File: config.mk
export PLATFORM = sky130hd
export DESIGN_NAME = ddr_cmd_monitor
export DESIGN_NICKNAME = d
export VERILOG_FILES = /design/src/rtl/ddr_mon_pkg.sv /design/src/rtl/ddr_gap_timer.sv /design/src/rtl/ddr_cmd_decode.sv /design/src/rtl/ddr_bank_track.sv /design/src/rtl/ddr_rule_check.sv /design/src/rtl/ddr_cmd_monitor.sv
export SDC_FILE = /design/constraint.sdc
export NUM_CORES = 1
export LEC_CHECK = 0
export BUFFER_PORTS_ARGS = -buffer_cell sky130_fd_sc_hd__buf_2
export CAP_MARGIN = 30
export CORE_ASPECT_RATIO = 1.5
export CORE_MARGIN = 4
export CORE_UTILIZATION = 50
export DETAILED_ROUTE_END_ITERATION = 6
export MAX_ROUTING_LAYER = met4
export PLACE_DENSITY = 0.67
export SLEW_MARGIN = 20
export SYNTH_ARGS = -nofsm -noshare
export SYNTH_HDL_FRONTEND = slang
export SYNTH_SLANG_ARGS = --single-unit
export TNS_END_PERCENT = 50
File: constraint.sdc
create_clock -name clk -period 3.6 [get_ports clk]
set_input_delay 0.36 -clock clk [delete_from_list [all_inputs] [get_ports clk]]
set_output_delay 0.36 -clock clk [all_outputs]
set_load 0.005 [all_outputs]
File: src/rtl/ddr_mon_pkg.sv
package ddr_mon_pkg;

    typedef enum logic [3:0] {
        CMD_NOP   = 4'd0,
        CMD_MRS   = 4'd1,
        CMD_REF   = 4'd2,
        CMD_ACT   = 4'd3,
        CMD_RD    = 4'd4,
        CMD_WR    = 4'd5,
        CMD_PRE   = 4'd6,
        CMD_BST   = 4'd7,
        CMD_DESEL = 4'd8
    } cmd_e;

    typedef enum logic {
        BANK_IDLE = 1'b0,
        BANK_OPEN = 1'b1
    } bank_st_e;

    localparam logic [3:0] ERR_NONE      = 4'd0;
    localparam logic [3:0] ERR_MRS_OPEN  = 4'd1;
    localparam logic [3:0] ERR_REF_OPEN  = 4'd2;
    localparam logic [3:0] ERR_RW_CLOSED = 4'd3;
    localparam logic [3:0] ERR_ACT_OPEN  = 4'd4;
    localparam logic [3:0] ERR_MRD       = 4'd5;
    localparam logic [3:0] ERR_RFC       = 4'd6;
    localparam logic [3:0] ERR_AP_LOCK   = 4'd7;
    localparam logic [3:0] ERR_RCD       = 4'd8;
    localparam logic [3:0] ERR_RRD       = 4'd9;
    localparam logic [3:0] ERR_RC        = 4'd10;
    localparam logic [3:0] ERR_RP        = 4'd11;
    localparam logic [3:0] ERR_WR        = 4'd12;

    function automatic int imax(input int a, input int b);
        return (a > b) ? a : b;
    endfunction

endpackage

File: src/rtl/ddr_gap_timer.sv
module ddr_gap_timer #(
    parameter int CNT_W = 4
) (
    input  logic             clk,
    input  logic             rst_n,
    input  logic             load,
    input  logic [CNT_W-1:0] value,
    output logic             busy
);

    logic [CNT_W-1:0] cnt_q;

    always_ff @(posedge clk) begin
        if (!rst_n) begin
            cnt_q <= '0;
        end else if (load) begin
            cnt_q <= value;
        end else if (cnt_q != '0) begin
            cnt_q <= cnt_q - 1'b1;
        end
    end

    assign busy = (cnt_q != '0);

endmodule

File: src/rtl/ddr_cmd_decode.sv
module ddr_cmd_decode
    import ddr_mon_pkg::*;
#(
    parameter int BA_W = 2
) (
    input  logic            cs_n,
    input  logic            ras_n,
    input  logic            cas_n,
    input  logic            we_n,
    input  logic            ba0,
    input  logic            ba1,
    output cmd_e            cmd,
    output logic [BA_W-1:0] bank
);

    always_comb begin
        if (cs_n) begin
            cmd = CMD_DESEL;
        end else begin
            unique case ({ras_n, cas_n, we_n})
                3'b000:  cmd = CMD_MRS;
                3'b001:  cmd = CMD_REF;
                3'b011:  cmd = CMD_ACT;
                3'b101:  cmd = CMD_RD;
                3'b100:  cmd = CMD_WR;
                3'b010:  cmd = CMD_PRE;
                3'b110:  cmd = CMD_BST;
                default: cmd = CMD_NOP;
            endcase
        end
    end

    // BA0 carries the weight-2 bit of the bank number
    assign bank = BA_W'({ba0, ba1});

endmodule

File: src/rtl/ddr_bank_track.sv
module ddr_bank_track
    import ddr_mon_pkg::*;
#(
    parameter int CNT_W     = 4,
    parameter int T_RCD     = 3,
    parameter int T_RP      = 3,
    parameter int T_RC      = 9,
    parameter int T_WR      = 2,
    parameter int BURST_CYC = 4
) (
    input  logic clk,
    input  logic rst_n,
    input  cmd_e cmd,
    input  logic hit,
    input  logic a10,
    output logic is_open,
    output logic rcd_busy,
    output logic rc_busy,
    output logic rp_busy,
    output logic wr_busy
);

    localparam logic [CNT_W-1:0] LD_RCD   = CNT_W'(T_RCD - 1);
    localparam logic [CNT_W-1:0] LD_RC    = CNT_W'(T_RC - 1);
    localparam logic [CNT_W-1:0] LD_RP    = CNT_W'(T_RP - 1);
    localparam logic [CNT_W-1:0] LD_AP_RD = CNT_W'(BURST_CYC + T_RP - 1);
    localparam logic [CNT_W-1:0] LD_AP_WR = CNT_W'(BURST_CYC + T_WR + T_RP - 1);
    localparam logic [CNT_W-1:0] LD_WR    = CNT_W'(BURST_CYC + T_WR - 1);

    bank_st_e st_q, st_nx;

    logic act_hit, pre_sel, ap_hit, close_ev;
    logic rp_load, wr_load;
    logic [CNT_W-1:0] rp_val;

    assign act_hit  = (cmd == CMD_ACT) && hit;
    assign pre_sel  = (cmd == CMD_PRE) && (hit || a10);
    assign ap_hit   = ((cmd == CMD_RD) || (cmd == CMD_WR)) && hit && a10;
    assign close_ev = pre_sel || ap_hit;

    // next-state logic
    always_comb begin
        st_nx = st_q;
        unique case (st_q)
            BANK_IDLE: if (act_hit)  st_nx = BANK_OPEN;
            BANK_OPEN: if (close_ev) st_nx = BANK_IDLE;
            default:   st_nx = BANK_IDLE;
        endcase
    end

    // state register
    always_ff @(posedge clk) begin
        if (!rst_n) st_q <= BANK_IDLE;
        else        st_q <= st_nx;
    end

    // outputs
    always_comb begin
        is_open = (st_q == BANK_OPEN);
    end

    always_comb begin
        rp_load = ap_hit || (pre_sel && (st_q == BANK_OPEN));
        if (ap_hit) rp_val = (cmd == CMD_WR) ? LD_AP_WR : LD_AP_RD;
        else        rp_val = LD_RP;
        wr_load = (cmd == CMD_WR) && hit && !a10;
    end

    ddr_gap_timer #(.CNT_W(CNT_W)) u_rcd (
        .clk(clk), .rst_n(rst_n), .load(act_hit), .value(LD_RCD), .busy(rcd_busy));

    ddr_gap_timer #(.CNT_W(CNT_W)) u_rc (
        .clk(clk), .rst_n(rst_n), .load(act_hit), .value(LD_RC), .busy(rc_busy));

    ddr_gap_timer #(.CNT_W(CNT_W)) u_rp (
        .clk(clk), .rst_n(rst_n), .load(rp_load), .value(rp_val), .busy(rp_busy));

    ddr_gap_timer #(.CNT_W(CNT_W)) u_wr (
        .clk(clk), .rst_n(rst_n), .load(wr_load), .value(LD_WR), .busy(wr_busy));

endmodule

File: src/rtl/ddr_rule_check.sv
module ddr_rule_check
    import ddr_mon_pkg::*;
#(
    parameter int BA_W      = 2,
    parameter int CNT_W     = 4,
    parameter int T_RRD     = 2,
    parameter int T_RFC     = 10,
    parameter int T_MRD     = 2,
    parameter int BURST_CYC = 4,
    localparam int NBANK    = 1 << BA_W
) (
    input  logic             clk,
    input  logic             rst_n,
    input  logic             clr,
    input  cmd_e             cmd,
    input  logic [BA_W-1:0]  bank,
    input  logic             a10,
    input  logic [NBANK-1:0] open_v,
    input  logic [NBANK-1:0] rcd_v,
    input  logic [NBANK-1:0] rc_v,
    input  logic [NBANK-1:0] rp_v,
    input  logic [NBANK-1:0] wr_v,
    output cmd_e             cmd_q,
    output logic             viol_q,
    output logic [3:0]       err_q
);

    localparam logic [CNT_W-1:0] LD_RRD = CNT_W'(T_RRD - 1);
    localparam logic [CNT_W-1:0] LD_RFC = CNT_W'(T_RFC - 1);
    localparam logic [CNT_W-1:0] LD_MRD = CNT_W'(T_MRD - 1);
    localparam logic [CNT_W-1:0] LD_AP  = CNT_W'(BURST_CYC - 1);

    logic rrd_busy, rfc_busy, mrd_busy, ap_busy;
    logic is_rw, is_idle, any_open, twr_hit;
    logic [NBANK-1:0] pre_tgt;
    logic [3:0] err_nx;

    assign is_rw    = (cmd == CMD_RD) || (cmd == CMD_WR);
    assign is_idle  = (cmd == CMD_NOP) || (cmd == CMD_DESEL);
    assign any_open = |open_v;

    always_comb begin
        pre_tgt = '0;
        if (a10) pre_tgt = '1;
        else     pre_tgt[bank] = 1'b1;
        twr_hit = (cmd == CMD_PRE) && |(pre_tgt & open_v & wr_v);
    end

    // lowest code first
    always_comb begin
        err_nx = ERR_NONE;
        if ((cmd == CMD_MRS) && any_open)                 err_nx = ERR_MRS_OPEN;
        else if ((cmd == CMD_REF) && any_open)            err_nx = ERR_REF_OPEN;
        else if (is_rw && !open_v[bank])                  err_nx = ERR_RW_CLOSED;
        else if ((cmd == CMD_ACT) && open_v[bank])        err_nx = ERR_ACT_OPEN;
        else if (!is_idle && mrd_busy)                    err_nx = ERR_MRD;
        else if (!is_idle && rfc_busy)                    err_nx = ERR_RFC;
        else if (is_rw && ap_busy)                        err_nx = ERR_AP_LOCK;
        else if (is_rw && rcd_v[bank])                    err_nx = ERR_RCD;
        else if ((cmd == CMD_ACT) && rrd_busy)            err_nx = ERR_RRD;
        else if ((cmd == CMD_ACT) && rc_v[bank])          err_nx = ERR_RC;
        else if ((cmd == CMD_ACT) && rp_v[bank])          err_nx = ERR_RP;
        else if (twr_hit)                                 err_nx = ERR_WR;
    end

    always_ff @(posedge clk) begin
        if (!rst_n) begin
            cmd_q  <= CMD_DESEL;
            viol_q <= 1'b0;
            err_q  <= ERR_NONE;
        end else begin
            cmd_q <= cmd;
            if (clr) begin
                viol_q <= (err_nx != ERR_NONE);
                err_q  <= err_nx;
            end else if (!viol_q && (err_nx != ERR_NONE)) begin
                viol_q <= 1'b1;
                err_q  <= err_nx;
            end
        end
    end

    ddr_gap_timer #(.CNT_W(CNT_W)) u_rrd (
        .clk(clk), .rst_n(rst_n), .load(cmd == CMD_ACT), .value(LD_RRD), .busy(rrd_busy));

    ddr_gap_timer #(.CNT_W(CNT_W)) u_rfc (
        .clk(clk), .rst_n(rst_n), .load(cmd == CMD_REF), .value(LD_RFC), .busy(rfc_busy));

    ddr_gap_timer #(.CNT_W(CNT_W)) u_mrd (
        .clk(clk), .rst_n(rst_n), .load(cmd == CMD_MRS), .value(LD_MRD), .busy(mrd_busy));

    ddr_gap_timer #(.CNT_W(CNT_W)) u_ap (
        .clk(clk), .rst_n(rst_n), .load(is_rw && a10), .value(LD_AP), .busy(ap_busy));

endmodule

File: src/rtl/ddr_cmd_monitor.sv
module ddr_cmd_monitor
    import ddr_mon_pkg::*;
#(
    parameter int BA_W      = 2,
    parameter int T_RCD     = 3,
    parameter int T_RP      = 3,
    parameter int T_RRD     = 2,
    parameter int T_RC      = 9,
    parameter int T_RFC     = 10,
    parameter int T_WR      = 2,
    parameter int T_MRD     = 2,
    parameter int BURST_CYC = 4,
    localparam int NBANK    = 1 << BA_W
) (
    input  logic             clk,
    input  logic             rst_n,
    input  logic             clr_i,
    input  logic             cs_n_i,
    input  logic             ras_n_i,
    input  logic             cas_n_i,
    input  logic             we_n_i,
    input  logic             ba0_i,
    input  logic             ba1_i,
    input  logic             a10_i,
    output logic [3:0]       cmd_o,
    output logic [NBANK-1:0] bank_open_o,
    output logic             viol_o,
    output logic [3:0]       err_code_o
);

    localparam int MAX_LD = imax(imax(imax(T_RC, T_RFC), imax(T_RCD, T_RRD)),
                                 imax(imax(BURST_CYC + T_WR + T_RP, T_MRD), 2));
    localparam int CNT_W  = $clog2(MAX_LD + 1);

    cmd_e            cmd;
    cmd_e            cmd_q;
    logic [BA_W-1:0] bank;
    logic [NBANK-1:0] open_v, rcd_v, rc_v, rp_v, wr_v;

    ddr_cmd_decode #(.BA_W(BA_W)) u_dec (
        .cs_n  (cs_n_i),
        .ras_n (ras_n_i),
        .cas_n (cas_n_i),
        .we_n  (we_n_i),
        .ba0   (ba0_i),
        .ba1   (ba1_i),
        .cmd   (cmd),
        .bank  (bank)
    );

    for (genvar g = 0; g < NBANK; g++) begin : g_bank
        ddr_bank_track #(
            .CNT_W     (CNT_W),
            .T_RCD     (T_RCD),
            .T_RP      (T_RP),
            .T_RC      (T_RC),
            .T_WR      (T_WR),
            .BURST_CYC (BURST_CYC)
        ) u_bank (
            .clk      (clk),
            .rst_n    (rst_n),
            .cmd      (cmd),
            .hit      (bank == BA_W'(g)),
            .a10      (a10_i),
            .is_open  (open_v[g]),
            .rcd_busy (rcd_v[g]),
            .rc_busy  (rc_v[g]),
            .rp_busy  (rp_v[g]),
            .wr_busy  (wr_v[g])
        );
    end

    ddr_rule_check #(
        .BA_W      (BA_W),
        .CNT_W     (CNT_W),
        .T_RRD     (T_RRD),
        .T_RFC     (T_RFC),
        .T_MRD     (T_MRD),
        .BURST_CYC (BURST_CYC)
    ) u_rules (
        .clk    (clk),
        .rst_n  (rst_n),
        .clr    (clr_i),
        .cmd    (cmd),
        .bank   (bank),
        .a10    (a10_i),
        .open_v (open_v),
        .rcd_v  (rcd_v),
        .rc_v   (rc_v),
        .rp_v   (rp_v),
        .wr_v   (wr_v),
        .cmd_q  (cmd_q),
        .viol_q (viol_o),
        .err_q  (err_code_o)
    );

    assign cmd_o       = cmd_q;
    assign bank_open_o = open_v;

endmodule

Word-level counts from Yosys, hierarchy flattened
Cells that the tools add are included.
{ "word_totals": {"regBits": 93, "in_bits": 10, "elab_cells": 294} }
{ "classes": {"add_sub_neg": 20, "n_lt_le_gt_ge": 2, "n_eq_ne": 16, "n_mux": 86, "n_bitwise": 7, "n_reduce_logical": 120} }
{ "op_table": {"columns": ["op", "n"], "rows": [
  ["two-way mux 4 bit", 39],
  ["nonzero test 4 bit", 21],
  ["subtractor 4 x 1 -> 4 bit, second input constant", 20],
  ["logical AND 1 bit", 43],
  ["nonzero test 2 bit", 21],
  ["two-way mux 3 bit", 8],
  ["OR reduction 2 bit", 12],
  ["one-hot mux 3 bit (7 select lines)", 1],
  ["two-way mux 2 bit", 10],
  ["two-way mux 1 bit", 19],
  ["logical OR 1 bit", 14],
  ["== test 4 x 3 -> 1 bit, second input constant", 3],
  ["== test 3 bit, second input constant", 3],
  ["AND 4 bit", 2],
  ["binary-select mux 1 bit (select 2 bit)", 4],
  ["== test 4 x 2 -> 1 bit, second input constant", 2],
  ["one-hot mux 1 bit (2 select lines)", 4],
  ["OR reduction 4 bit", 2],
  ["== test 3 x 2 -> 1 bit, second input constant", 2],
  ["NOT 1 bit", 5],
  ["== test 2 bit, second input constant", 2],
  ["== test 4 x 1 -> 1 bit, second input constant", 1],
  ["== test 4 bit, second input constant", 1],
  ["logical NOT 1 bit", 4],
  ["other kinds (8)", 8]
]} }

Depth between registers and ports, before layout
{ "depth": {"word_depth": 25, "ltp_mapped": 10, "ltp_nobuf": 9} }

Hierarchy
From an unflattened synthesis, not the netlist that was laid out.
{ "unflattened": {"hier_cells": 711, "area_unflattened_um2": 6113.4} }
{ "by_module_without_submodules": {"columns": ["mod", "instances", "cells_per_inst", "area_per_inst_um2"], "rows": [
  ["ddr_gap_timer", 20, 26, 231.5],
  ["ddr_rule_check", 1, 99, 857.1],
  ["ddr_bank_track", 4, 19, 127.6],
  ["ddr_cmd_decode", 1, 12, 90.1],
  ["ddr_cmd_monitor", 1, 4, 26.3]
]} }

Worst setup path before layout
No wires, ideal clock.
{ "synth_path": {"kind": "register to register", "from": "register g_bank[3].u_bank.u_rc.cnt_q[0]", "to": "register u_rules.err_q[3]", "setup_time_ps": 103, "t_arrival_ps": 2500, "required_ps": 3497, "setup_slack_ps": 996, "stages_incl_launch_ff": 9, "path_buffers": 0, "cell_sequence": "dfxtp_1 > inv_1 > ha_1 > or3b_4 > mux4_2 > o211ai_2 > a211oi_2 > or4_4 > a2111oi_2"} }
{ "synth_between": {"elab_chain_len": 17, "elab_cells_between_ends": 19, "cone_classes": "14 x mux; 5 x reduce/logical"} }
{ "synth_rtl": {"columns": ["element", "line_no", "text"], "rows": [
  ["start, declared", "ddr_gap_timer.sv:11", "logic [CNT_W-1:0] cnt_q;"],
  ["start signal, assigned", "ddr_gap_timer.sv:17", "cnt_q <= value;"],
  ["start signal, assigned", "ddr_gap_timer.sv:19", "cnt_q <= cnt_q - 1'b1;"],
  ["nonzero test 4 bit (*)", "ddr_gap_timer.sv:23", "assign busy = (cnt_q != '0);"],
  ["binary-select mux 1 bit (select 2 bit) (*)", "ddr_rule_check.sv:61", "else if ((cmd == CMD_ACT) && rc_v[bank]) err_nx = ERR_RC;"],
  ["two-way mux 1 bit (implied by the code) (*)", "ddr_rule_check.sv:61", null],
  ["logical AND 1 bit (*)", "ddr_rule_check.sv:61", null],
  ["two-way mux 4 bit (*)", "ddr_rule_check.sv:61", null],
  ["two-way mux 4 bit (*)", "ddr_rule_check.sv:60", "else if ((cmd == CMD_ACT) && rrd_busy) err_nx = ERR_RRD;"],
  ["two-way mux 4 bit (*)", "ddr_rule_check.sv:59", "else if (is_rw && rcd_v[bank]) err_nx = ERR_RCD;"],
  ["two-way mux 4 bit (*)", "ddr_rule_check.sv:58", "else if (is_rw && ap_busy) err_nx = ERR_AP_LOCK;"],
  ["two-way mux 4 bit (*)", "ddr_rule_check.sv:57", "else if (!is_idle && rfc_busy) err_nx = ERR_RFC;"],
  ["two-way mux 4 bit (*)", "ddr_rule_check.sv:56", "else if (!is_idle && mrd_busy) err_nx = ERR_MRD;"],
  ["two-way mux 4 bit (*)", "ddr_rule_check.sv:55", "else if ((cmd == CMD_ACT) && open_v[bank]) err_nx = ERR_ACT_OPEN;"],
  ["two-way mux 4 bit (*)", "ddr_rule_check.sv:54", "else if (is_rw && !open_v[bank]) err_nx = ERR_RW_CLOSED;"],
  ["two-way mux 4 bit (*)", "ddr_rule_check.sv:53", "else if ((cmd == CMD_REF) && any_open) err_nx = ERR_REF_OPEN;"],
  ["two-way mux 4 bit (*)", "ddr_rule_check.sv:52", "if ((cmd == CMD_MRS) && any_open) err_nx = ERR_MRS_OPEN;"],
  ["nonzero test 4 bit", "ddr_rule_check.sv:76", "end else if (!viol_q && (err_nx != ERR_NONE)) begin"],
  ["logical AND 1 bit", "ddr_rule_check.sv:76", null],
  ["nonzero test 2 bit (no line)", null, null],
  ["end signal, assigned", "ddr_rule_check.sv:75", "err_q <= err_nx;"],
  ["end signal, assigned", "ddr_rule_check.sv:78", "err_q <= err_nx;"],
  ["end, declared", "ddr_rule_check.sv:25", "output logic [3:0] err_q"]
]} }
Mark *: on every way between the ends. The rest lies on a longest branch, timed or not. The select of a mux whose other input is x is not followed.
A chain may end at the register's enable or synchronous reset.

Worst setup path after layout
{ "layout_path": {"from": "register g_bank[2].u_bank.u_rc.cnt_q[0]", "to": "register u_rules.err_q[3]"} }
{ "layout_between": {"elab_chain_len": 17, "elab_cells_between_ends": 19, "cone_classes": "14 x mux; 5 x reduce/logical"} }
{ "layout_rtl": {"columns": ["element", "line_no"], "rows": [
  ["start, declared", "ddr_gap_timer.sv:11"],
  ["start signal, assigned", "ddr_gap_timer.sv:17"],
  ["start signal, assigned", "ddr_gap_timer.sv:19"],
  ["nonzero test 4 bit (*)", "ddr_gap_timer.sv:23"],
  ["binary-select mux 1 bit (select 2 bit) (*)", "ddr_rule_check.sv:61"],
  ["two-way mux 1 bit (implied by the code) (*)", "ddr_rule_check.sv:61"],
  ["logical AND 1 bit (*)", "ddr_rule_check.sv:61"],
  ["two-way mux 4 bit (*)", "ddr_rule_check.sv:61"],
  ["two-way mux 4 bit (*)", "ddr_rule_check.sv:60"],
  ["two-way mux 4 bit (*)", "ddr_rule_check.sv:59"],
  ["two-way mux 4 bit (*)", "ddr_rule_check.sv:58"],
  ["two-way mux 4 bit (*)", "ddr_rule_check.sv:57"],
  ["two-way mux 4 bit (*)", "ddr_rule_check.sv:56"],
  ["two-way mux 4 bit (*)", "ddr_rule_check.sv:55"],
  ["two-way mux 4 bit (*)", "ddr_rule_check.sv:54"],
  ["two-way mux 4 bit (*)", "ddr_rule_check.sv:53"],
  ["two-way mux 4 bit (*)", "ddr_rule_check.sv:52"],
  ["nonzero test 4 bit", "ddr_rule_check.sv:76"],
  ["logical AND 1 bit", "ddr_rule_check.sv:76"],
  ["nonzero test 2 bit (no line)", null]
]} }
Marks and branches as above.

==> impl_metrics.tcl <==
set metrics [dict create \
    fin_nets 613 \
    worst_r2r_path_depth 8 \
    ir_drop_uv 492 \
    drv_cap 0 \
    clkTransAtPathRegs_ps 60 \
    worst_pin_slew_ps 705 \
    post_cts_resized 0 \
    port_buffers 22 \
    switchingPower_mw 1.65 \
    fillers 858 \
    path_cells "inv_1 > ha_1 > or3b_1 > mux4_2 > o21ai_1 > a31oi_1 > or4_4 > a2111oi_2" \
    fin_crit_ps 2780 \
    clock_latency_ps 340 \
    via_per_inst 5.83 \
    synth-edff-count 0 \
    grt_use_total 0.208 \
    crit_fanout 5 \
    ant_nets 0 \
    hold_buffers 0 \
    first_pass_iters 4 \
    worstHoldStart "clr_i" \
    grt_overflow 0 \
    crit_path_end "u_rules.err_q[3]" \
    hold_viol_final 0 \
    post-route-drc-count 0 \
    cts.sinks 93 \
    cts_setup_buffers 0 \
    grt_first_pass_wirelength_mm 18.0 \
    syn_area_um2 4720 \
    worstReg2RegEnd "u_rules.err_q[3]" \
    synth_cell_type_count 57 \
    synth-main-ff-cell "dfxtp_1" \
    synthArstFlopShare 0 \
    core_area_um2 9250 \
    syn_nets 599 \
    grt_max_degree 36 \
    internal_power_mw 3.01 \
    layout-drive-gt1-share 0.105 \
    die-area_um2 11100 \
    clock_skew_ps 7.35 \
    r2r-start "g_bank[2].u_bank.u_rc.cnt_q[0]" \
    place_hpwl_mm 7.70 \
    n_antenna_cell 0 \
    gp_congestion 0.830 \
    finalSetupViolations 0 \
    power_frac_comb 0.412 \
    slowest_delay_ps 540 \
    fin_tns_setup_ps 0 \
    antenna_found_initial 0 \
    clockPowerShare 0.246 \
    rsz0062_at_grt "no" \
    io_pins 23 \
    initial_core_util 0.511 \
    wire_per_inst_um 15.0 \
    die_y_um 127 \
    synth_cells 572 \
    leakage_nw 2.10 \
    status "completed" \
    htree_num_levels 3 \
    crit_required_ps 3840 \
    grt_pass1_vias 4002 \
    crit_type "flip-flop to flip-flop" \
    ys_ff_latch 93 \
    cp_slowest_cell "mux4_2" \
    cts.path.max_buffers 2 \
    numCtsBuffers 9 \
    relSlewSlack 0.529 \
    cts-root-buf "clkbuf_16" \
    worstSetupStartpointType "flip-flop" \
    synth.avg_cell_area_um2 8.26 \
    ys_warn_count 0 \
    vias 4096 \
    tritoncts "done" \
    utilization 0.568 \
    fp.dieW_um 87.4 \
    fin_crit_sh 0.772 \
    p_sw_frac 0.354 \
    startpoint "g_bank[2].u_bank.u_rc.cnt_q[0]" \
    area_growth_syn_to_layout_pct 11.2 \
    max_freq_mhz 360 \
    p_seq_frac 0.342 \
    drt_iter0_markers 257 \
    power.density_nw_per_um2 886 \
    yosysSeqAreaShare 0.394 \
    arrival_ps 3020 \
    critPathCaptureType "flip-flop" \
    row_count 43 \
    hp-class "primary input to flip-flop" \
    rrSetupSlack_ps 820 \
    routed_wl_mm 10.6 \
    drv_slew 0 \
]
-- synth_stat cells, drive strengths merged (6+ instances only) --
library cell  number  area, um^2
a211oi            10        80.1
dfxtp             93        1860
clkbuf            14        52.6
xor2               6        52.6
inv               39         146
xnor2             22         193
nor2              67         251
ha                17         213
o31ai              6        45.0
nand2             56         210
nor3b              8        80.1
nand2b            14        87.6
nand3b             9        67.6
or3               10        62.6
a32oi             12         105
a21oi             52         260
o21ai             21         105
and3               7        43.8
nor3              33         170
or3b               9        86.3
buf                7        47.6
a31oi             12        75.1
-- stage by stage --
step	hold WS [ps]	cells	worst slack (ps)	instance area, um^2	total power, mW
floorplan	457	572	996	4720	3.12
global placement	472	687	914	4890	3.41
detailed placement	474	687	815	4890	3.51
CTS	331	703	818	5250	4.69
global route	337	703	660	5250	5.02
finish	338	703	820	5250	4.66
-- worst min-delay path by stage --
stage	end	slack, ps	cells after the start
finish	u_rules.err_q[2]	340	4
global route	u_rules.err_q[2]	340	4
CTS	u_rules.err_q[2]	330	4
detailed placement	g_bank[0].u_bank.u_rp.cnt_q[1]	470	2
global placement	u_rules.err_q[2]	470	2
floorplan	g_bank[0].u_bank.u_rp.cnt_q[1]	460	2
-- cells in the final DEF, fill, tap and decap left out, drive strengths merged, types with 2 or more instances in the layout --
| cell type | Yosys | layout |
|---|---|---|
| dfxtp | 93 | 93 |
| nor2 | 67 | 67 |
| nand2 | 56 | 56 |
| a21oi | 52 | 52 |
| inv | 39 | 39 |
| nor3 | 33 | 33 |
| buf | 7 | 24 |
| xnor2 | 22 | 22 |
| o21ai | 21 | 21 |
| ha | 17 | 17 |
| nand2b | 14 | 14 |
| a32oi | 12 | 12 |
| a31oi | 12 | 12 |
| or3 | 10 | 10 |
| a211oi | 10 | 10 |
| clkbuf | 14 | 10 |
| nand3b | 9 | 9 |
| or3b | 9 | 9 |
| nor3b | 8 | 8 |
| and3 | 7 | 7 |
| xor2 | 6 | 6 |
| o31ai | 6 | 6 |
| nor2b | 4 | 4 |
| nand3 | 4 | 4 |
| mux2 | 4 | 4 |
| bufinv | 0 | 4 |
| a21o | 3 | 3 |
| mux4 | 3 | 3 |
| and2 | 3 | 3 |
| nor4 | 3 | 3 |
| or2 | 3 | 3 |
| o21a | 2 | 2 |
| nand4 | 2 | 2 |
| clkinvlp | 0 | 2 |
| or4 | 2 | 2 |
| o22ai | 2 | 2 |
| a2111oi | 2 | 2 |
-- power by group through the flow --
stage | Combinational (mW) | Clock [mW] | Sequential [mW]
3_3_place_gp | 1.82 | 0 | 1.59
4_1_cts | 1.93 | 1.17 | 1.59
2_1_floorplan | 1.57 | 0 | 1.56
5_1_grt | 2.17 | 1.21 | 1.64
6_report | 1.92 | 1.15 | 1.59
3_5_place_dp | 1.90 | 0 | 1.61
-- state kept, by name, indices dropped and copies added, names as in the netlist, 4 cells and up --
signal	flops
u_rules.u_rfc.cnt_q	4
g_bank.u_bank.u_rcd.cnt_q	16
u_rules.err_q	4
g_bank.u_bank.is_open	4
u_rules.u_ap.cnt_q	4
u_rules.u_mrd.cnt_q	4
g_bank.u_bank.u_wr.cnt_q	16
u_rules.u_rrd.cnt_q	4
u_rules.cmd_q	4
g_bank.u_bank.u_rp.cnt_q	16
g_bank.u_bank.u_rc.cnt_q	16
-- cell type report --
| cell class | count | area [um^2] | share of cell area |
|---|---|---|---|
| clock inverters | 6 | 135 | 0.0257 |
| repair buffers | 24 | 125 | 0.0238 |
| clock buffers | 10 | 229 | 0.0436 |
| flip-flops and latches | 93 | 1860 | 0.354 |
| multi-input cells | 418 | 2610 | 0.497 |
| inverters | 40 | 150 | 0.0286 |
| well taps | 112 | 140 | 0.0267 |
-- worst max-delay path: cells and delay by family, from the launching register on --
family | cells | cell delay [ps]
flip-flops | 1 | 330
multiplexers | 1 | 540
adder cells (fa/ha/maj) | 1 | 190
AND/OR/NAND/NOR | 2 | 960
AO/OA/AOI/OAI | 3 | 620
buffers and inverters | 1 | 60
-- layer usage --
layer / GRT usage / up-vias / wire length, um
met5: - / - / 0
met4: 0.0985 / 0 / 324
met3: 0.0355 / 18 / 511
met2: 0.362 / 77 / 5470
met1: 0.225 / 1966 / 4250
li1: - / 2035 / -
-- cells by family (layout without fill, tap and decap cells) --
group	Yosys count	after routing	share of synthesized area
adders and majority gates	17	17	0.0450
muxes	8	8	0.0260
AOI/OAI and AO/OA	129	129	0.173
and+or+nand+nor	236	236	0.257
buffers and inverters	61	80	0.0530
xor gates and xnor gates	28	28	0.0519
DFF	93	93	0.394
(Power assumes the default switching activity.)
